`src/rtl/edo_ctrl_pkg.sv`:
```
package edo_ctrl_pkg;

  typedef enum logic [2:0] {
    ST_IDLE,   // row closed and precharged
    ST_ACT,    // row strobe low, row address on bus
    ST_COL,    // column strobe low
    ST_CPRE,   // column strobe high again, read data sampled at its end
    ST_OPEN,   // row held open, waiting for a hit
    ST_PRE,    // row strobe high, precharge
    ST_REFC,   // refresh: column strobe low first
    ST_REFR    // refresh: row strobe follows
  } edo_state_e;

  typedef enum logic [1:0] {
    AS_NONE,
    AS_ROW,
    AS_COL
  } addr_sel_e;

  typedef struct packed {
    logic ras_n;
    logic cas_n;
    logic we_n;
    logic oe_n;
    logic drive;
  } edo_strobe_t;

  function automatic int cyc_max(input int a, input int b);
    return (a > b) ? a : b;
  endfunction

endpackage

```
`src/rtl/edo_cycle_timer.sv`:
```
module edo_cycle_timer #(
  parameter int CNT_W = 4
) (
  input  logic             clk,
  input  logic             rst_n,
  input  logic             load,
  input  logic [CNT_W-1:0] load_val,
  output logic             done
);

  logic [CNT_W-1:0] cnt_q;
  logic [CNT_W-1:0] cnt_d;
  logic             cnt_en;

  always_comb begin
    cnt_en = load || (cnt_q != '0);
    cnt_d  = load ? load_val : (cnt_q - 1'b1);
  end

  always_ff @(posedge clk or negedge rst_n) begin
    if (!rst_n) begin
      cnt_q <= '0;
    end else if (cnt_en) begin
      cnt_q <= cnt_d;
    end
  end

  assign done = (cnt_q == '0);

endmodule

```
`src/rtl/edo_refresh_timer.sv`:
```
module edo_refresh_timer #(
  parameter int INTERVAL = 780,
  localparam int REF_W = $clog2(INTERVAL + 1)
) (
  input  logic clk,
  input  logic rst_n,
  input  logic ack,
  output logic due
);

  localparam logic [REF_W-1:0] RELOAD = REF_W'(INTERVAL - 1);

  logic [REF_W-1:0] cnt_q;
  logic [REF_W-1:0] cnt_d;
  logic             pend_q;
  logic             pend_d;

  always_comb begin
    cnt_d  = cnt_q - 1'b1;
    pend_d = pend_q;
    if (ack) begin
      cnt_d  = RELOAD;
      pend_d = 1'b0;
    end else if (cnt_q == '0) begin
      cnt_d  = RELOAD;
      pend_d = 1'b1;
    end
  end

  always_ff @(posedge clk or negedge rst_n) begin
    if (!rst_n) begin
      cnt_q  <= RELOAD;
      pend_q <= 1'b0;
    end else begin
      cnt_q  <= cnt_d;
      pend_q <= pend_d;
    end
  end

  assign due = pend_q;

endmodule

```
`src/rtl/edo_addr_mux.sv`:
```
module edo_addr_mux
  import edo_ctrl_pkg::*;
#(
  parameter int ROW_W = 11,
  parameter int COL_W = 11,
  localparam int ADDR_W = ROW_W + COL_W,
  localparam int BUS_W  = (ROW_W > COL_W) ? ROW_W : COL_W
) (
  input  logic [ADDR_W-1:0] req_addr,
  input  logic [ROW_W-1:0]  row_q,
  input  logic [COL_W-1:0]  col_q,
  input  addr_sel_e         sel,
  output logic [ROW_W-1:0]  req_row,
  output logic [COL_W-1:0]  req_col,
  output logic              row_hit,
  output logic [BUS_W-1:0]  bus_addr
);

  logic [BUS_W-1:0] row_wide;
  logic [BUS_W-1:0] col_wide;

  assign req_row = req_addr[ADDR_W-1:COL_W];
  assign req_col = req_addr[COL_W-1:0];
  assign row_hit = (req_row == row_q);

  if (ROW_W == BUS_W) begin : g_row_full
    assign row_wide = row_q;
  end else begin : g_row_pad
    assign row_wide = {{(BUS_W-ROW_W){1'b0}}, row_q};
  end

  if (COL_W == BUS_W) begin : g_col_full
    assign col_wide = col_q;
  end else begin : g_col_pad
    assign col_wide = {{(BUS_W-COL_W){1'b0}}, col_q};
  end

  always_comb begin
    unique case (sel)
      AS_ROW:  bus_addr = row_wide;
      AS_COL:  bus_addr = col_wide;
      default: bus_addr = '0;
    endcase
  end

endmodule

```
`src/rtl/edo_page_ctrl.sv`:
```
module edo_page_ctrl
  import edo_ctrl_pkg::*;
#(
  parameter int ROW_W        = 11,
  parameter int COL_W        = 11,
  parameter int DQ_W         = 4,
  parameter int RCD_CYC      = 2,
  parameter int CAS_CYC      = 2,
  parameter int CP_CYC       = 1,
  parameter int RP_CYC       = 3,
  parameter int CSR_CYC      = 1,
  parameter int REFR_CYC     = 4,
  parameter int IDLE_CYC     = 8,
  parameter int REF_INTERVAL = 780,
  localparam int ADDR_W = ROW_W + COL_W,
  localparam int BUS_W  = (ROW_W > COL_W) ? ROW_W : COL_W
) (
  input  logic              clk,
  input  logic              rst_n,
  input  logic              req_valid,
  output logic              req_ready,
  input  logic              req_write,
  input  logic [ADDR_W-1:0] req_addr,
  input  logic [DQ_W-1:0]   req_wdata,
  output logic              rd_valid,
  output logic [DQ_W-1:0]   rd_data,
  output logic [BUS_W-1:0]  dram_addr,
  output logic              dram_ras_n,
  output logic              dram_cas_n,
  output logic              dram_we_n,
  output logic              dram_oe_n,
  output logic [DQ_W-1:0]   dram_dq_out,
  output logic              dram_dq_oe,
  input  logic [DQ_W-1:0]   dram_dq_in
);

  localparam int MAX_CYC = cyc_max(cyc_max(cyc_max(RCD_CYC, CAS_CYC), cyc_max(CP_CYC, RP_CYC)),
                                   cyc_max(cyc_max(CSR_CYC, REFR_CYC), IDLE_CYC));
  localparam int CNT_W = $clog2(MAX_CYC + 1);

  localparam logic [CNT_W-1:0] LD_RCD  = CNT_W'(RCD_CYC - 1);
  localparam logic [CNT_W-1:0] LD_CAS  = CNT_W'(CAS_CYC - 1);
  localparam logic [CNT_W-1:0] LD_CP   = CNT_W'(CP_CYC - 1);
  localparam logic [CNT_W-1:0] LD_RP   = CNT_W'(RP_CYC - 1);
  localparam logic [CNT_W-1:0] LD_CSR  = CNT_W'(CSR_CYC - 1);
  localparam logic [CNT_W-1:0] LD_REFR = CNT_W'(REFR_CYC - 1);
  localparam logic [CNT_W-1:0] LD_IDLE = CNT_W'(IDLE_CYC - 1);

  // reset: asserted asynchronously, released through two flops
  logic [1:0] rst_pipe_q;
  logic       rst_core_n;

  always_ff @(posedge clk or negedge rst_n) begin
    if (!rst_n) begin
      rst_pipe_q <= 2'b00;
    end else begin
      rst_pipe_q <= {rst_pipe_q[0], 1'b1};
    end
  end

  assign rst_core_n = rst_pipe_q[1];

  edo_state_e        state_q;
  edo_state_e        state_d;
  logic              tmr_load;
  logic [CNT_W-1:0]  tmr_val;
  logic              tmr_done;
  logic              ref_due;
  logic              ref_ack;
  logic              accept;
  logic              capture;
  logic              row_hit;
  logic [ROW_W-1:0]  req_row;
  logic [COL_W-1:0]  req_col;
  logic [ROW_W-1:0]  row_q;
  logic [COL_W-1:0]  col_q;
  logic              wr_q;
  logic [DQ_W-1:0]   wdata_q;
  logic [DQ_W-1:0]   rd_data_q;
  logic              rd_valid_q;
  addr_sel_e         addr_sel;
  edo_strobe_t       strb;

  edo_cycle_timer #(
    .CNT_W (CNT_W)
  ) u_timer (
    .clk      (clk),
    .rst_n    (rst_core_n),
    .load     (tmr_load),
    .load_val (tmr_val),
    .done     (tmr_done)
  );

  edo_refresh_timer #(
    .INTERVAL (REF_INTERVAL)
  ) u_refresh (
    .clk   (clk),
    .rst_n (rst_core_n),
    .ack   (ref_ack),
    .due   (ref_due)
  );

  edo_addr_mux #(
    .ROW_W (ROW_W),
    .COL_W (COL_W)
  ) u_addr (
    .req_addr (req_addr),
    .row_q    (row_q),
    .col_q    (col_q),
    .sel      (addr_sel),
    .req_row  (req_row),
    .req_col  (req_col),
    .row_hit  (row_hit),
    .bus_addr (dram_addr)
  );

  // host handshake: a new row only from the precharged state, a hit from the open row
  always_comb begin
    req_ready = 1'b0;
    if (!ref_due) begin
      if (state_q == ST_IDLE) begin
        req_ready = 1'b1;
      end else if (state_q == ST_OPEN) begin
        req_ready = row_hit;
      end
    end
  end

  // next-state process
  always_comb begin
    state_d  = state_q;
    tmr_load = 1'b0;
    tmr_val  = '0;
    accept   = 1'b0;
    ref_ack  = 1'b0;
    capture  = 1'b0;
    unique case (state_q)
      ST_IDLE: begin
        if (ref_due) begin
          state_d  = ST_REFC;
          tmr_load = 1'b1;
          tmr_val  = LD_CSR;
          ref_ack  = 1'b1;
        end else if (req_valid) begin
          accept   = 1'b1;
          state_d  = ST_ACT;
          tmr_load = 1'b1;
          tmr_val  = LD_RCD;
        end
      end
      ST_ACT: begin
        if (tmr_done) begin
          state_d  = ST_COL;
          tmr_load = 1'b1;
          tmr_val  = LD_CAS;
        end
      end
      ST_COL: begin
        if (tmr_done) begin
          state_d  = ST_CPRE;
          tmr_load = 1'b1;
          tmr_val  = LD_CP;
        end
      end
      ST_CPRE: begin
        if (tmr_done) begin
          capture  = !wr_q;
          state_d  = ST_OPEN;
          tmr_load = 1'b1;
          tmr_val  = LD_IDLE;
        end
      end
      ST_OPEN: begin
        if (ref_due || (req_valid && !row_hit) || (!req_valid && tmr_done)) begin
          state_d  = ST_PRE;
          tmr_load = 1'b1;
          tmr_val  = LD_RP;
        end else if (req_valid) begin
          accept   = 1'b1;
          state_d  = ST_COL;
          tmr_load = 1'b1;
          tmr_val  = LD_CAS;
        end
      end
      ST_PRE: begin
        if (tmr_done) begin
          state_d = ST_IDLE;
        end
      end
      ST_REFC: begin
        if (tmr_done) begin
          state_d  = ST_REFR;
          tmr_load = 1'b1;
          tmr_val  = LD_REFR;
        end
      end
      ST_REFR: begin
        if (tmr_done) begin
          state_d  = ST_PRE;
          tmr_load = 1'b1;
          tmr_val  = LD_RP;
        end
      end
      default: state_d = ST_IDLE;
    endcase
  end

  // state register
  always_ff @(posedge clk or negedge rst_core_n) begin
    if (!rst_core_n) begin
      state_q <= ST_IDLE;
    end else begin
      state_q <= state_d;
    end
  end

  // request latch, enabled on acceptance
  always_ff @(posedge clk or negedge rst_core_n) begin
    if (!rst_core_n) begin
      wr_q    <= 1'b0;
      row_q   <= '0;
      col_q   <= '0;
      wdata_q <= '0;
    end else if (accept) begin
      wr_q    <= req_write;
      row_q   <= req_row;
      col_q   <= req_col;
      wdata_q <= req_wdata;
    end
  end

  // read return, sampled at the end of the column precharge
  always_ff @(posedge clk or negedge rst_core_n) begin
    if (!rst_core_n) begin
      rd_valid_q <= 1'b0;
    end else begin
      rd_valid_q <= capture;
    end
  end

  always_ff @(posedge clk or negedge rst_core_n) begin
    if (!rst_core_n) begin
      rd_data_q <= '0;
    end else if (capture) begin
      rd_data_q <= dram_dq_in;
    end
  end

  // pin decode from the current state
  always_comb begin
    strb     = '{ras_n: 1'b1, cas_n: 1'b1, we_n: 1'b1, oe_n: 1'b1, drive: 1'b0};
    addr_sel = AS_NONE;
    unique case (state_q)
      ST_ACT: begin
        strb.ras_n = 1'b0;
        addr_sel   = AS_ROW;
      end
      ST_COL: begin
        strb.ras_n = 1'b0;
        strb.cas_n = 1'b0;
        strb.we_n  = !wr_q;
        strb.oe_n  = wr_q;
        strb.drive = wr_q;
        addr_sel   = AS_COL;
      end
      ST_CPRE: begin
        strb.ras_n = 1'b0;
        strb.oe_n  = wr_q;
        addr_sel   = AS_COL;
      end
      ST_OPEN: begin
        strb.ras_n = 1'b0;
      end
      ST_REFC: begin
        strb.cas_n = 1'b0;
      end
      ST_REFR: begin
        strb.ras_n = 1'b0;
        strb.cas_n = 1'b0;
      end
      default: begin
        strb.ras_n = 1'b1;
      end
    endcase
  end

  assign dram_ras_n  = strb.ras_n;
  assign dram_cas_n  = strb.cas_n;
  assign dram_we_n   = strb.we_n;
  assign dram_oe_n   = strb.oe_n;
  assign dram_dq_oe  = strb.drive;
  assign dram_dq_out = wdata_q;
  assign rd_valid    = rd_valid_q;
  assign rd_data     = rd_data_q;

endmodule

```
`config.mk`:
```
export PLATFORM = sky130hd
export DESIGN_NAME = edo_page_ctrl
export DESIGN_NICKNAME = d
export VERILOG_FILES = /design/src/rtl/edo_ctrl_pkg.sv /design/src/rtl/edo_cycle_timer.sv /design/src/rtl/edo_refresh_timer.sv /design/src/rtl/edo_addr_mux.sv /design/src/rtl/edo_page_ctrl.sv
export SDC_FILE = /design/constraint.sdc
export NUM_CORES = 1
export LEC_CHECK = 0
export ABC_AREA = 1
export BUFFER_PORTS_ARGS = -buffer_cell sky130_fd_sc_hd__buf_2
export CAP_MARGIN = 25
export CORE_ASPECT_RATIO = 1.25
export CORE_MARGIN = 1.5
export CORE_UTILIZATION = 30
export DETAILED_ROUTE_END_ITERATION = 8
export SLEW_MARGIN = 0
export SYNTH_ARGS = -nofsm -noshare
export SYNTH_HDL_FRONTEND = slang
export SYNTH_HIERARCHICAL = 1
export SYNTH_SLANG_ARGS = --single-unit
export TNS_END_PERCENT = 5
```
`constraint.sdc`:
```
create_clock -name clk -period 3.6 [get_ports clk]
set_input_delay 0.72 -clock clk [delete_from_list [all_inputs] [get_ports clk]]
set_output_delay 0.72 -clock clk [all_outputs]
set_load 0.01 [all_outputs]
```
### Yosys cells after proc, flatten, opt, wreduce, memory -nomap -nowiden

Index checks and enable logic that the tools add are counted.

* flip-flop bits (word level): 52
* bits of input ports: 34
* output and inout bits: 26
* logic and storage cells: 95

* reductions and logical operators: 18
* equality and inequality tests: 18
* add/sub/neg operators: 2
* mux-type cells: 46

Operators with widths (number)
* $mux W3: 11
* $pmux W3 S8: 1
* $pmux W4 S6: 1
* $mux W1: 23
* $pmux W11 S2: 1
* $mux W10: 2
* $eq A3 B3 Y1 const B: 4
* $ne A2 B2 Y1 const B: 6
* $eq A11 B11 Y1: 1
* $logic_not A10 Y1: 1
* $reduce_or A5 Y1: 2
* $sub A10 B1 Y10 const B: 1
* $mux W4: 2
* $reduce_and A8 Y1: 1
* $eq A3 B2 Y1 const B: 2
* $ne A3 B2 Y1 const B: 2
* $logic_not A4 Y1: 1
* $mux W2: 2
* $pmux W2 S2: 1
* $reduce_bool A4 Y1: 1
* $sub A4 B1 Y4 const B: 1
* $eq A3 B1 Y1 const B: 1
* $logic_not A1 Y1: 3
* $logic_not A3 Y1: 1
* other kinds (9): 12

### Logic depth before layout (Yosys ltp)

Gate-level depths: netlist of the first run.

* depth in word-level cells: 8
* mapped depth: 17
* depth with buffers taken out: 17

### Cells and area by module

The synthesis of the first run kept the hierarchy.

Modules (own cells, without submodules)
* edo_page_ctrl: seq. area each 925.9 sq um, cells each 214, times used 1, area an instance 1699.1 sq um
* edo_refresh_timer: seq. area each 281.5 sq um, cells each 66, times used 1, area an instance 556.8 sq um
* edo_addr_mux: seq. area each 0.0 sq um, cells each 103, times used 1, area an instance 536.8 sq um
* edo_cycle_timer: seq. area each 100.1 sq um, cells each 37, times used 1, area an instance 255.2 sq um

### Least setup slack after synthesis of the first run

No wires, ideal clock.

* path type: in2out
* start: in req_addr[20]
* end: out req_ready
* required time: 2.880 ns
* stages on the path: 10
* data arrival time: 1.629 ns
* path slack: 1.251 ns
* path buffers: 1
* cell sequence: inv_1 > nand2_1 > nand2_1 > nand2_1 > nor2_1 > nand2_1 > nor2_2 > o21ai_4 > clkbuf_1 > nor2_1

* cells in the longest elaborated chain, start to end: 4

RTL lines
* start: declaration: RTL line edo_page_ctrl.sv:23 `input logic [ADDR_W-1:0] req_addr,`
* $eq A11 B11 Y1: RTL line edo_addr_mux.sv:24 `assign row_hit = (req_row == row_q);`
* via row_hit: RTL line edo_page_ctrl.sv:72 `logic row_hit;`
* $mux W1: RTL line edo_page_ctrl.sv:123 `end else if (state_q == ST_OPEN) begin`
* $mux W1: RTL line edo_page_ctrl.sv:121 `if (state_q == ST_IDLE) begin`
* $mux W1: RTL line edo_page_ctrl.sv:120 `if (!ref_due) begin`
* end: declaration: RTL line edo_page_ctrl.sv:21 `output logic req_ready,`

The timed path passes the listed nets, and every way through them passes these cells.

### Final worst setup path of the first run

* start: reg state_q[0]
* end: out dram_addr[8]

* cells in the longest elaborated chain, start to end: 5
* elaborated cells on any way between the ends: 8
* those cells by class: eq/ne (5); mux (2); reduce/logical (1)

RTL lines
* start: declaration: RTL line edo_page_ctrl.sv:63 `edo_state_e state_q;`
* start signal: assignment: RTL line edo_page_ctrl.sv:213 `state_q <= state_d;`
* $eq A3 B2 Y1: RTL line edo_page_ctrl.sv:253 `unique case (state_q)`
* $reduce_or A2 Y1 (no source line)
* $pmux W2 S2 *: RTL line edo_page_ctrl.sv:253
* via addr_sel[1]: RTL line edo_page_ctrl.sv:81 `addr_sel_e addr_sel;`
* $eq A2 B2 Y1 / $eq A2 B1 Y1 (equally long branches): RTL line edo_addr_mux.sv:39 `unique case (sel)`
* $pmux W11 S2 *: RTL line edo_addr_mux.sv:39
* end: declaration: RTL line edo_page_ctrl.sv:27 `output logic [BUS_W-1:0] dram_addr,`

Mark *: on every way through the listed nets, which the timed path passes. The rest lies on a longest branch.

==> metrics.md, run 1 <==
| Metric | Value |
|---|---|
| Status | finished clean |
| Seq/Total Area, Yosys | 0.4290 |
| RR Endpoint | u_timer/cnt_q[0]$_DFFE_PN0P_ |
| Synth area leaders | dfrtp_1, nand2_1, o21ai_0 |
| Clk pin slew, worst setup/hold paths | 0.07 ns |
| Antenna fix cells | 0 |
| WL final | 7.000 mm |
| Pins over their slew limit | 0 |
| Worst slew margin | 0.4002 |
| Final net count | 494 |
| RR Startpoint | u_timer/cnt_q[0]$_DFFE_PN0P_ |
| R2r setup slk | 1.31 ns |
| Initial antenna violation count | 0 |
| Fill count | roughly 1,100 |
| Min Hold Slack | around 0.18 ns |
| Worst hold path class | flop to asynchronous set/reset pin |
| Routed len/inst | 12.01 µm |
| GPL Wtd Cong | 0.8935 |
| H-tree depth | 2 |
| P per Cell Area | 853.7 nW/µm² |
| Final ANT Viol Nets | 0 |
| RSZ-0062 raised after global routing | no |
| Vias in the first global route | 2,600 |
| R2R depth | 12 |
| Final setup margin | 0.5581 ns |
| Port Buf Inserts | 59 |
| Setup Buffers After CTS | 0 |
| Synth Flop Type | dfrtp_1 |
| Synth Net Count | 458 |
| Final setup violating endpoints | 0 |
| Post-synth top area share | 0.3859 |
| Gr usage total | 0.1408 |
| Cts hold-fix bufs | 0 |
| Io pins | 60 |
| Die ar. | about 11,000 µm² |
| CP endpoint kind | output pin |
| Area grow syn2layout | 13.10% |
| Initial drt markers | 128 |
| Drt via density | 4.473 |
| Clock Path Buffers | 2 |
| Max-Cap Viols | 0 |
| Required time worst endpoint | 2.88 ns |
| F_max | 0.3287 GHz |
| TritonCTS clock tree | built |
| Yosys reg bits | between 50 and 60 |
| Worst-margin pin slew | between 0.8 and 0.9 ns |
| Leak | 1.816 nW |
| Setup TNS | 0 ns |
| Clk root buf | clkbuf_16 |
| # resized after CTS | 0 |
| YS warnings | 6 |
| Cells after Synth | 420 |
| Area leader, netlist | dfrtp_1 |
| Die Y | 115.7 µm |
| Tcrit/Tclk final | 0.8450 |
| Global-route wire length before repair | between 10 and 15 mm |
| Critical Path Source Type | flop |
| Largest net degree at the start of global routing | 36 |
| Final core occ | 0.3532 |
| Hold Violations, Final | 0 |
| Initial Util | 0.3123 |
| Total gr overflow | 0 |
| Tmin final | 3.042 ns |
| Area post-placement | 3294 µm² |
| Storage element area | 1309 µm² |
| Row Count | 40 |
| Worst EP arrival | 2.32 ns |
| Fraction of registers with async set/reset | 1.000 |
| Num CTS Buffers | 5 |
| Max VDD drop | 328.3 µV |
| Post-synthesis average cell area | 7.257 µm² |
| Share of layout cells above drive strength 1 | 0.2144 |
| Total vias in the final route | 2,608 |
| Skew-Pair Late Insertion Delay | 0.29 ns |
| Crit Path Category | flop to output pin |
| Multi-input logic area | 1353 µm² |
| DP HPWL | a little over 5 mm |
| Worst Path Max Fanout | 11 |
| DRC | 0 |
| Synthesized cell area | 3048 µm² |
| Post-synth EDFFs | 0 |
| Post-Route Skew | 0.005954 ns |
| Placement Setup Slack | 0.8114 ns |
| Chip width | 93.16 µm |
| Core area | roughly 9800 µm² |
| Final instance area | 3447 µm² |
| Clk sink count | 52 |
| Distinct cells, synth | 27 |
| Pre-Repair DR Iteration Count | 5 |
-- power breakdown --
group          total, mW  switching (mW)  internal, mW
combinational       1.37           0.891         0.479
clock              0.497           0.219         0.278
sequential          1.08           0.206         0.870
-- layout make-up --
| cell class | count | share of cell area |
|---|---|---|
| well taps | 126 | 0.04573 |
| clock inverters | 2 | 0.003993 |
| repair buffers | 61 | 0.09002 |
| flip-flops and latches | 52 | 0.3797 |
| multi-input cells | 292 | 0.3924 |
| inverters | 44 | 0.04791 |
| clock buffers | 6 | 0.04029 |
-- synth_stat cells (7+ instances only) --
library cell,instances
inv_2,7
nand2_1,163
nand3_1,13
o21ai_0,35
inv_1,37
buf_4,22
dfrtp_1,47
xor2_1,8
nor2_1,32
a21oi_1,12
-- metrics by stage --
stage	cells	power (mW)
final	583	2.943
after CTS	583	2.970
after global placement	575	2.426
after global routing	583	3.250
after detailed placement	575	2.465
after floorplan	420	2.094
-- worst max-delay path, stage by stage (launching register included) --
cell and delay (ns):
dfrtp_1 0.47, inv_1 0.10, nand2_1 0.11, nor2_1 0.05, inv_1 0.09, nand2_1 0.13
inv_1 0.08, ha_1 0.41, nand2_1 0.12, a21oi_1 0.28, buf_2 0.19
-- state kept, by name (all words and copies together), names as in the netlist, 2 cells and up --
signal,count
col_q,11
dram_dq_out,4
rst_pipe_q,2
row_q,11
state_q,3
u_refresh/cnt_q,10
rd_data,4
u_timer/cnt_q,4
-- routing by layer --
metal,up-vias,wire length (µm),part of all wire,track usage
met1,1199,3265,0.47,0.1779
met3,10,342,0.049,0.02493
li1,1329,-,-,-
met5,-,0,0,0
met2,70,3243,0.46,0.2355
met4,0,148,0.021,0.06162
-- cell usage in the layout, fill, tap and decap left out, drive strengths merged, types with 5 or more instances in the layout --
cell,count
a21oi,12
buf,61
clkbuf,6
dfrtp,47
dfstp,5
inv,45
nand2,169
nand3,13
nor2,40
o21ai,37
xor2,8
-- worst max-delay path by stage --
stage | start | end | cells past startpoint
2_1_floorplan | req_addr[20] | req_ready | 10
3_3_place_gp | req_addr[17] | req_ready | 11
3_5_place_dp | req_addr[19] | req_ready | 11
4_1_cts | state_q[0]$_DFFE_PN0P_ | dram_addr[8] | 10
5_1_grt | state_q[0]$_DFFE_PN0P_ | dram_addr[7] | 9
6_report | state_q[0]$_DFFE_PN0P_ | dram_addr[8] | 10
-- cells by family after synthesis --
family / share of synthesized area
AND/OR/NAND/NOR: 0.3042
XOR/XNOR: 0.03161
AO/OA/AOI/OAI: 0.08908
flip-flops: 0.4290
other: 0.002464
buffers and inverters: 0.1273
adder cells (fa/ha/maj): 0.01642
Note: power is estimated with default switching activity, not from simulation.
==> inputs of run 2 (changes only) <==
==> constraint.sdc (replaced) <==
create_clock -name clk -period 3 [get_ports clk]
set_input_delay 0.6 -clock clk [delete_from_list [all_inputs] [get_ports clk]]
set_output_delay 0.6 -clock clk [all_outputs]
set_load 0.01 [all_outputs]
==> run 2 against run 1 <==
Die area unchanged. First-iteration DRC count fell by 27%. Clock power rose by 12%. Final area up 0.62%. Sequential share of layout area is 0.23 points lower. Combinational power rose by 20%. Register-to-register slack lost 0.52 ns. Power rose by 19%. Cell count grew 0.34%. Non-clock buffer count is 2 higher. Sequential power is 19% higher. Critical path type unchanged. Critical endpoint unchanged. Largest cell class unchanged. Largest power group unchanged.
==> metrics.md, run 2 (synthesized netlist as in run 1, its figures left out) <==
| Metric | Value |
|---|---|
| Cts hold-fix bufs | 0 |
| Tcrit/Tclk final | 0.9224 |
| DP HPWL | between 5 and 6 mm |
| Final setup violating endpoints | 0 |
| Placed cell count | 577 |
| Antenna fix cells | 0 |
| Gr usage total | 0.1361 |
| Routed len/inst | approximately 12 µm |
| Clk sink count | 52 |
| R2R depth | 16 |
| Worst-margin pin slew | approximately 0.68 ns |
| Final net count | 496 |
| GPL Wtd Cong | between 0.9 and 1 |
| Initial drt markers | 94 |
| F_max | 0.3614 GHz |
| Post-Route Skew | just over 0.01 ns |
| Critical Path Source Type | flop |
| Leak | 1.818 nW |
| Final instance area | between 3000 and 4000 µm² |
| Initial antenna violation count | 0 |
| H-tree depth | 2 |
| RR Startpoint | row_q[8]$_DFFE_PN0P_ |
| Required time worst endpoint | 2.40 ns |
| Hold Violations, Final | 0 |
| Core area | 9759 µm² |
| RR Endpoint | u_timer/cnt_q[0]$_DFFE_PN0P_ |
| Clk pin slew, worst setup/hold paths | 0.07 ns |
| Worst slew margin | 0.5424 |
| Fill count | 1,068 |
| Final ANT Viol Nets | 0 |
| Layout Cells excl Fill | 585 |
| Largest net degree at the start of global routing | 38 |
| Share of layout cells above drive strength 1 | 0.2179 |
| RSZ-0062 raised after global routing | no |
| DRC | 0 |
| Chip width | slightly above 90 µm |
| Die Y | 115.7 µm |
| Total gr overflow | 0 |
| Worst hold path class | input port to asynchronous set/reset pin |
| WL final | 6.821 mm |
| Area grow syn2layout | 13.79% |
| Global-route wire length before repair | approximately 12 mm |
| Most common cell after layout, fill and taps aside | nand2_1 |
| Pins over their slew limit | 0 |
| Clk root buf | clkbuf_16 |
| CP endpoint kind | output pin |
| Vias in the first global route | 2,506 |
| Tmin final | 2.767 ns |
| TritonCTS clock tree | built |
| Skew-Pair Late Insertion Delay | 0.29 ns |
| Initial Util | 0.3123 |
| Status | finished clean |
| Setup TNS | 0 ns |
| Max VDD drop | 398.1 µV |
| Crit Path Category | flop to output pin |
| Port Buf Inserts | 59 |
| Worst EP arrival | roughly 2.2 ns |
| Io pins | 60 |
| Clock Path Buffers | 2 |
| Drt via density | about 4.5 |
| Biggest regs | col_q x11, row_q x11, u_refresh/cnt_q x10 |
| Area post-placement | between 3000 and 4000 µm² |
| Row Count | 40 |
| Worst Path Max Fanout | 11 |
| R2r setup slk | 0.79 ns |
| Num CTS Buffers | 5 |
| Die ar. | 10,780 µm² |
| P per Cell Area | 1009 nW/µm² |
| Pre-Repair DR Iteration Count | 4 |
| Total vias in the final route | about 2,600 |
| Max-Cap Viols | 0 |
| Most frequent cells in the layout | nand2_1, buf_2, dfrtp_1, inv_1, o21ai_0 |
==> run 2: per-layer routing <==
layer,global-route usage,part of all wire,vias up
met5,0,0,-
met4,0.04646,0.016,0
met3,0.02034,0.047,9
met2,0.2214,0.48,76
met1,0.1852,0.46,1219
li1,-,-,1337
==> run 2: how the worst max path moves through the flow <==
stage,from,to
after floorplan,req_addr[20],req_ready
after global placement,state_q[0]$_DFFE_PN0P_,dram_addr[8]
after detailed placement,req_addr[16],req_ready
after CTS,state_q[0]$_DFFE_PN0P_,dram_addr[8]
after global routing,state_q[0]$_DFFE_PN0P_,dram_addr[7]
final,state_q[0]$_DFFE_PN0P_,dram_addr[8]
==> run 2: report_power, final <==
group          switching, mW  total, mW  internal, mW
Sequential             0.249       1.29          1.04
Combinational           1.06       1.65         0.591
Clock                  0.246      0.558         0.312
==> run 2: cell type report <==
cell class,instances,area (µm²),area share
flip-flops and latches,52,1309,0.3773
clock inverters,1,8.758,0.002525
clock buffers,7,132.6,0.03824
multi-input cells,292,1358,0.3914
repair buffers,63,337.8,0.09740
inverters,44,165.2,0.04762
well taps,126,157.7,0.04545
==> run 2: metrics by stage <==
stage	util	total power, mW	hold slack (ns)	setup WS [ns]
2_1_floorplan	-	2.512	0.3044	0.8911
3_3_place_gp	0.3383	2.915	0.3368	0.4305
3_5_place_dp	0.3404	2.962	0.1829	0.4071
4_1_cts	0.3549	3.532	0.07886	0.1084
5_1_grt	0.3554	3.867	0.07161	0.08144
6_report	0.3554	3.501	0.08133	0.2327
==> run 2: what timing repair did <==
item	4_1_cts	5_1_grt
endpoints found under the setup margin	0	2
setup buffers	0	0
gates resized for setup	0	2
==> run 2: critical path, stage by stage (launching register included) <==
cell     delay (ns)
dfrtp_1        0.48
inv_1          0.09
nand2_1        0.11
nor2_1         0.05
inv_1          0.09
nand2_1        0.12
inv_1          0.08
ha_2           0.31
nand2_1        0.10
a21oi_1        0.25
buf_2          0.19
==> inputs of run 3 (changes only) <==
--- a/config.mk
+++ b/config.mk
@@ -5,7 +5,6 @@
 export SDC_FILE = /design/constraint.sdc
 export NUM_CORES = 1
 export LEC_CHECK = 0
-export ABC_AREA = 1
 export BUFFER_PORTS_ARGS = -buffer_cell sky130_fd_sc_hd__buf_2
 export CAP_MARGIN = 25
 export CORE_ASPECT_RATIO = 1.25
==> run 3 against run 2 <==
Worst hold slack better by 0.00073 ns. Register-to-register slack gained 0.02 ns. Cell count shrank 26%. Synthesized cell count fell by 36%. Clock power up 24%.
==> metrics.md, run 3 <==
| Metric | Value |
|---|---|
| Port Buf Inserts | 59 |
| Vias in the first global route | 2,002 |
| Synth area leaders | dfrtp_1, mux2_4, buf_4 |
| Area leader, netlist | dfrtp_1 |
| DP HPWL | about 4.4 mm |
| Drt via density | 4.741 |
| Post-synth top area share | 0.3915 |
| Largest net degree at the start of global routing | 40 |
| Distinct cells, synth | 54 |
| Initial Util | 0.3110 |
| R2R depth | 6 |
| CP max-delay cell | dfrtp_2 |
| Clock Path Buffers | 2 |
| Cell mode on critical path | nor2_1 |
| Required time worst endpoint | 2.40 ns |
| Setup Buffers After CTS | 0 |
| Initial drt markers | just under 90 |
| Share of power burned in registers | 0.399 |
| Logic pwr share | 0.344 |
| Gr usage total | 0.1197 |
| Row Count | 40 |
| YS warnings | 6 |
| Clk sink count | 52 |
| CP cell instances | nand2b_1, nor2_1, ha_1, a22oi_1, nor2_1, buf_2 |
| R2r setup slk | 0.81 ns |
| Critical Path Source Type | flop |
| Routed len/inst | 13.66 µm |
| Fraction of registers with async set/reset | 1.000 |
| Share of layout cells above drive strength 1 | 0.3954 |
| H-tree depth | 2 |
| Clock share of power | 0.257 |
| Worst-margin pin slew | 0.8264 ns |
| Worst EP arrival | 2.14 ns |
| Status | finished clean |
| Area grow syn2layout | 14.41% |
| Clk root buf | clkbuf_16 |
| Most frequent cells in the layout | buf_2, dfrtp_1, nor2_1, mux2_4, xnor2_1 |
| Max VDD drop | between 200 and 300 µV |
| RR Startpoint | u_timer/cnt_q[0]$_DFFE_PN0P_ |
| Most common cell after layout, fill and taps aside | buf_2 |
| GPL Wtd Cong | 0.8122 |
| Synth Net Count | 306 |
| Die ar. | 10,630 µm² |
| CP max stage delay | 0.50 ns |
| Die Y | approximately 110 µm |
| Commonest cells post-synth | dfrtp_1, buf_4, mux2_4, nor2_1, xnor2_1 |
| Total vias in the final route | between 2,000 and 2,500 |
| Biggest regs | col_q x11, row_q x11, u_refresh/cnt_q x10 |
| # resized after CTS | 0 |
| Pre-Repair DR Iteration Count | 4 |
| Yosys reg bits | 52 |
| Setup TNS | 0 ns |
| Final ANT Viol Nets | 0 |
| Post-Route Skew | 0.007244 ns |
| Io pins | 60 |
| Final setup violating endpoints | 0 |
| Sw frac | 0.3412 |
| Tcrit/Tclk final | 0.9126 |
| Tmin final | 2.738 ns |
| Skew-Pair Late Insertion Delay | 0.29 ns |
| P per Cell Area | about 780 nW/µm² |
| Leak | around 1.6 nW |
| RR Endpoint | rd_data[0]$_DFFE_PN0P_ |
| Post-synth EDFFs | 0 |
| Synthesized cell area | 3004 µm² |
| F_max | 0.3652 GHz |
| Worst hold path class | input port to asynchronous set/reset pin |
| Max-Cap Viols | 0 |
| CP endpoint kind | output pin |
| Initial antenna violation count | 0 |
| Crit Path Category | flop to output pin |
| Final core occ | 0.3558 |
| Final net count | approximately 340 |
| Num CTS Buffers | 5 |
| DRC | 0 |
| Sw Pwr | 919.4 µW |
| Global-route wire length before repair | 9.977 mm |
| Synth Flop Type | dfrtp_1 |
| RSZ-0062 raised after global routing | no |
| Worst Path Max Fanout | 15 |
| P_int | 1.775 mW |
| Pins over their slew limit | 0 |
| Chip width | 92.51 µm |
| WL final | 5.902 mm |
| Count leader, synth | dfrtp_1 |
| TritonCTS clock tree | built |
| Core area | just under 10,000 µm² |
| Cells after Synth | 268 |
| Antenna fix cells | 0 |
| Worst slew margin | 0.4491 |
| Hold Violations, Final | 0 |
| Total gr overflow | 0 |
| Post-synthesis average cell area | 11.21 µm² |
| Seq/Total Area, Yosys | 0.4352 |
| Cts hold-fix bufs | 0 |
| Clk pin slew, worst setup/hold paths | 0.07 ns |
==> run 3: cell count changes in the layout (fill, tap and decap cells not counted), moves of 8 or more <==
cell / before / now
a22oi_1: 1 / 11
inv_1: 37 / 9
mux2_2: 0 / 13
mux2_4: 0 / 19
nand2_1: 163 / 8
nand3_1: 13 / 5
nor2_1: 32 / 19
o21ai_0: 35 / 8
xnor2_1: 3 / 14
==> run 3: worst max-delay path by stage <==
stage | start | to | slack, ns | depth (start not counted)
global placement | state_q[2]$_DFFE_PN0P_ | dram_addr[7] | 0.57 | 6
floorplan | state_q[1]$_DFFE_PN0P_ | dram_addr[0] | 0.85 | 7
global route | state_q[2]$_DFFE_PN0P_ | dram_addr[10] | 0.08 | 6
detailed placement | state_q[2]$_DFFE_PN0P_ | dram_addr[10] | 0.52 | 7
CTS | state_q[2]$_DFFE_PN0P_ | dram_addr[7] | 0.18 | 6
finish | state_q[2]$_DFFE_PN0P_ | dram_addr[7] | 0.26 | 6
==> run 3: worst max-delay path, delay by kind of cell, from the launching register on <==
family                   cells  cell delay (ns)
buffers and inverters        1             0.15
adder cells (fa/ha/maj)      1             0.44
AND/OR/NAND/NOR              3             0.59
AO/OA/AOI/OAI                1             0.16
flip-flops                   1             0.50
==> run 3: power groups by stage <==
stage          Clock (mW)  Sequential (mW)  Combinational (mW)
2_1_floorplan           0             1.05               0.755
3_3_place_gp            0             1.08               0.920
3_5_place_dp            0             1.08               0.943
4_1_cts             0.709             1.07               0.942
5_1_grt             0.735             1.11                1.05
6_report            0.693             1.08               0.926
==> run 3: cells by family (layout without fill, tap and decap cells) <==
family / after synthesis / count (layout) / share of synthesized area
AND/OR/NAND/NOR: 73 / 73 / 0.1541
XOR/XNOR: 15 / 15 / 0.04373
AO/OA/AOI/OAI: 44 / 44 / 0.1020
other: 2 / 2 / 0.002500
multiplexers: 35 / 35 / 0.1537
flip-flops: 52 / 52 / 0.4352
buffers and inverters: 43 / 81 / 0.09204
adder cells (fa/ha/maj): 4 / 4 / 0.01666
==> run 3: routing by layer <==
metal	wire length, µm	vias up	GRT usage
met5	0	-	0
met4	104	0	0.04923
met3	230	7	0.02513
met2	2864	35	0.1961
met1	2702	1012	0.1534
li1	-	994	-
==> run 3: cell type report <==
type / instances / area (µm²)
fillers: 954 / 6222
multi-input cells: 173 / 1420
flip-flops and latches: 52 / 1310
repair buffers: 64 / 332.8
well taps: 126 / 157.7
clock buffers: 7 / 152.6
inverters: 9 / 33.78
clock inverters: 1 / 30.03
==> run 3: through the flow <==
step	hold WS [ns]	cell area [µm²]	instances	setup slack [ns]	power (mW)
floorplan	0.3044	3004	268	0.8488	1.801
global placement	0.3353	3253	424	0.5662	1.997
detailed placement	0.3346	3253	424	0.5245	2.025
CTS	0.08005	3436	432	0.1800	2.723
global route	0.07707	3437	432	0.07953	2.899
finish	0.08206	3437	432	0.2621	2.695
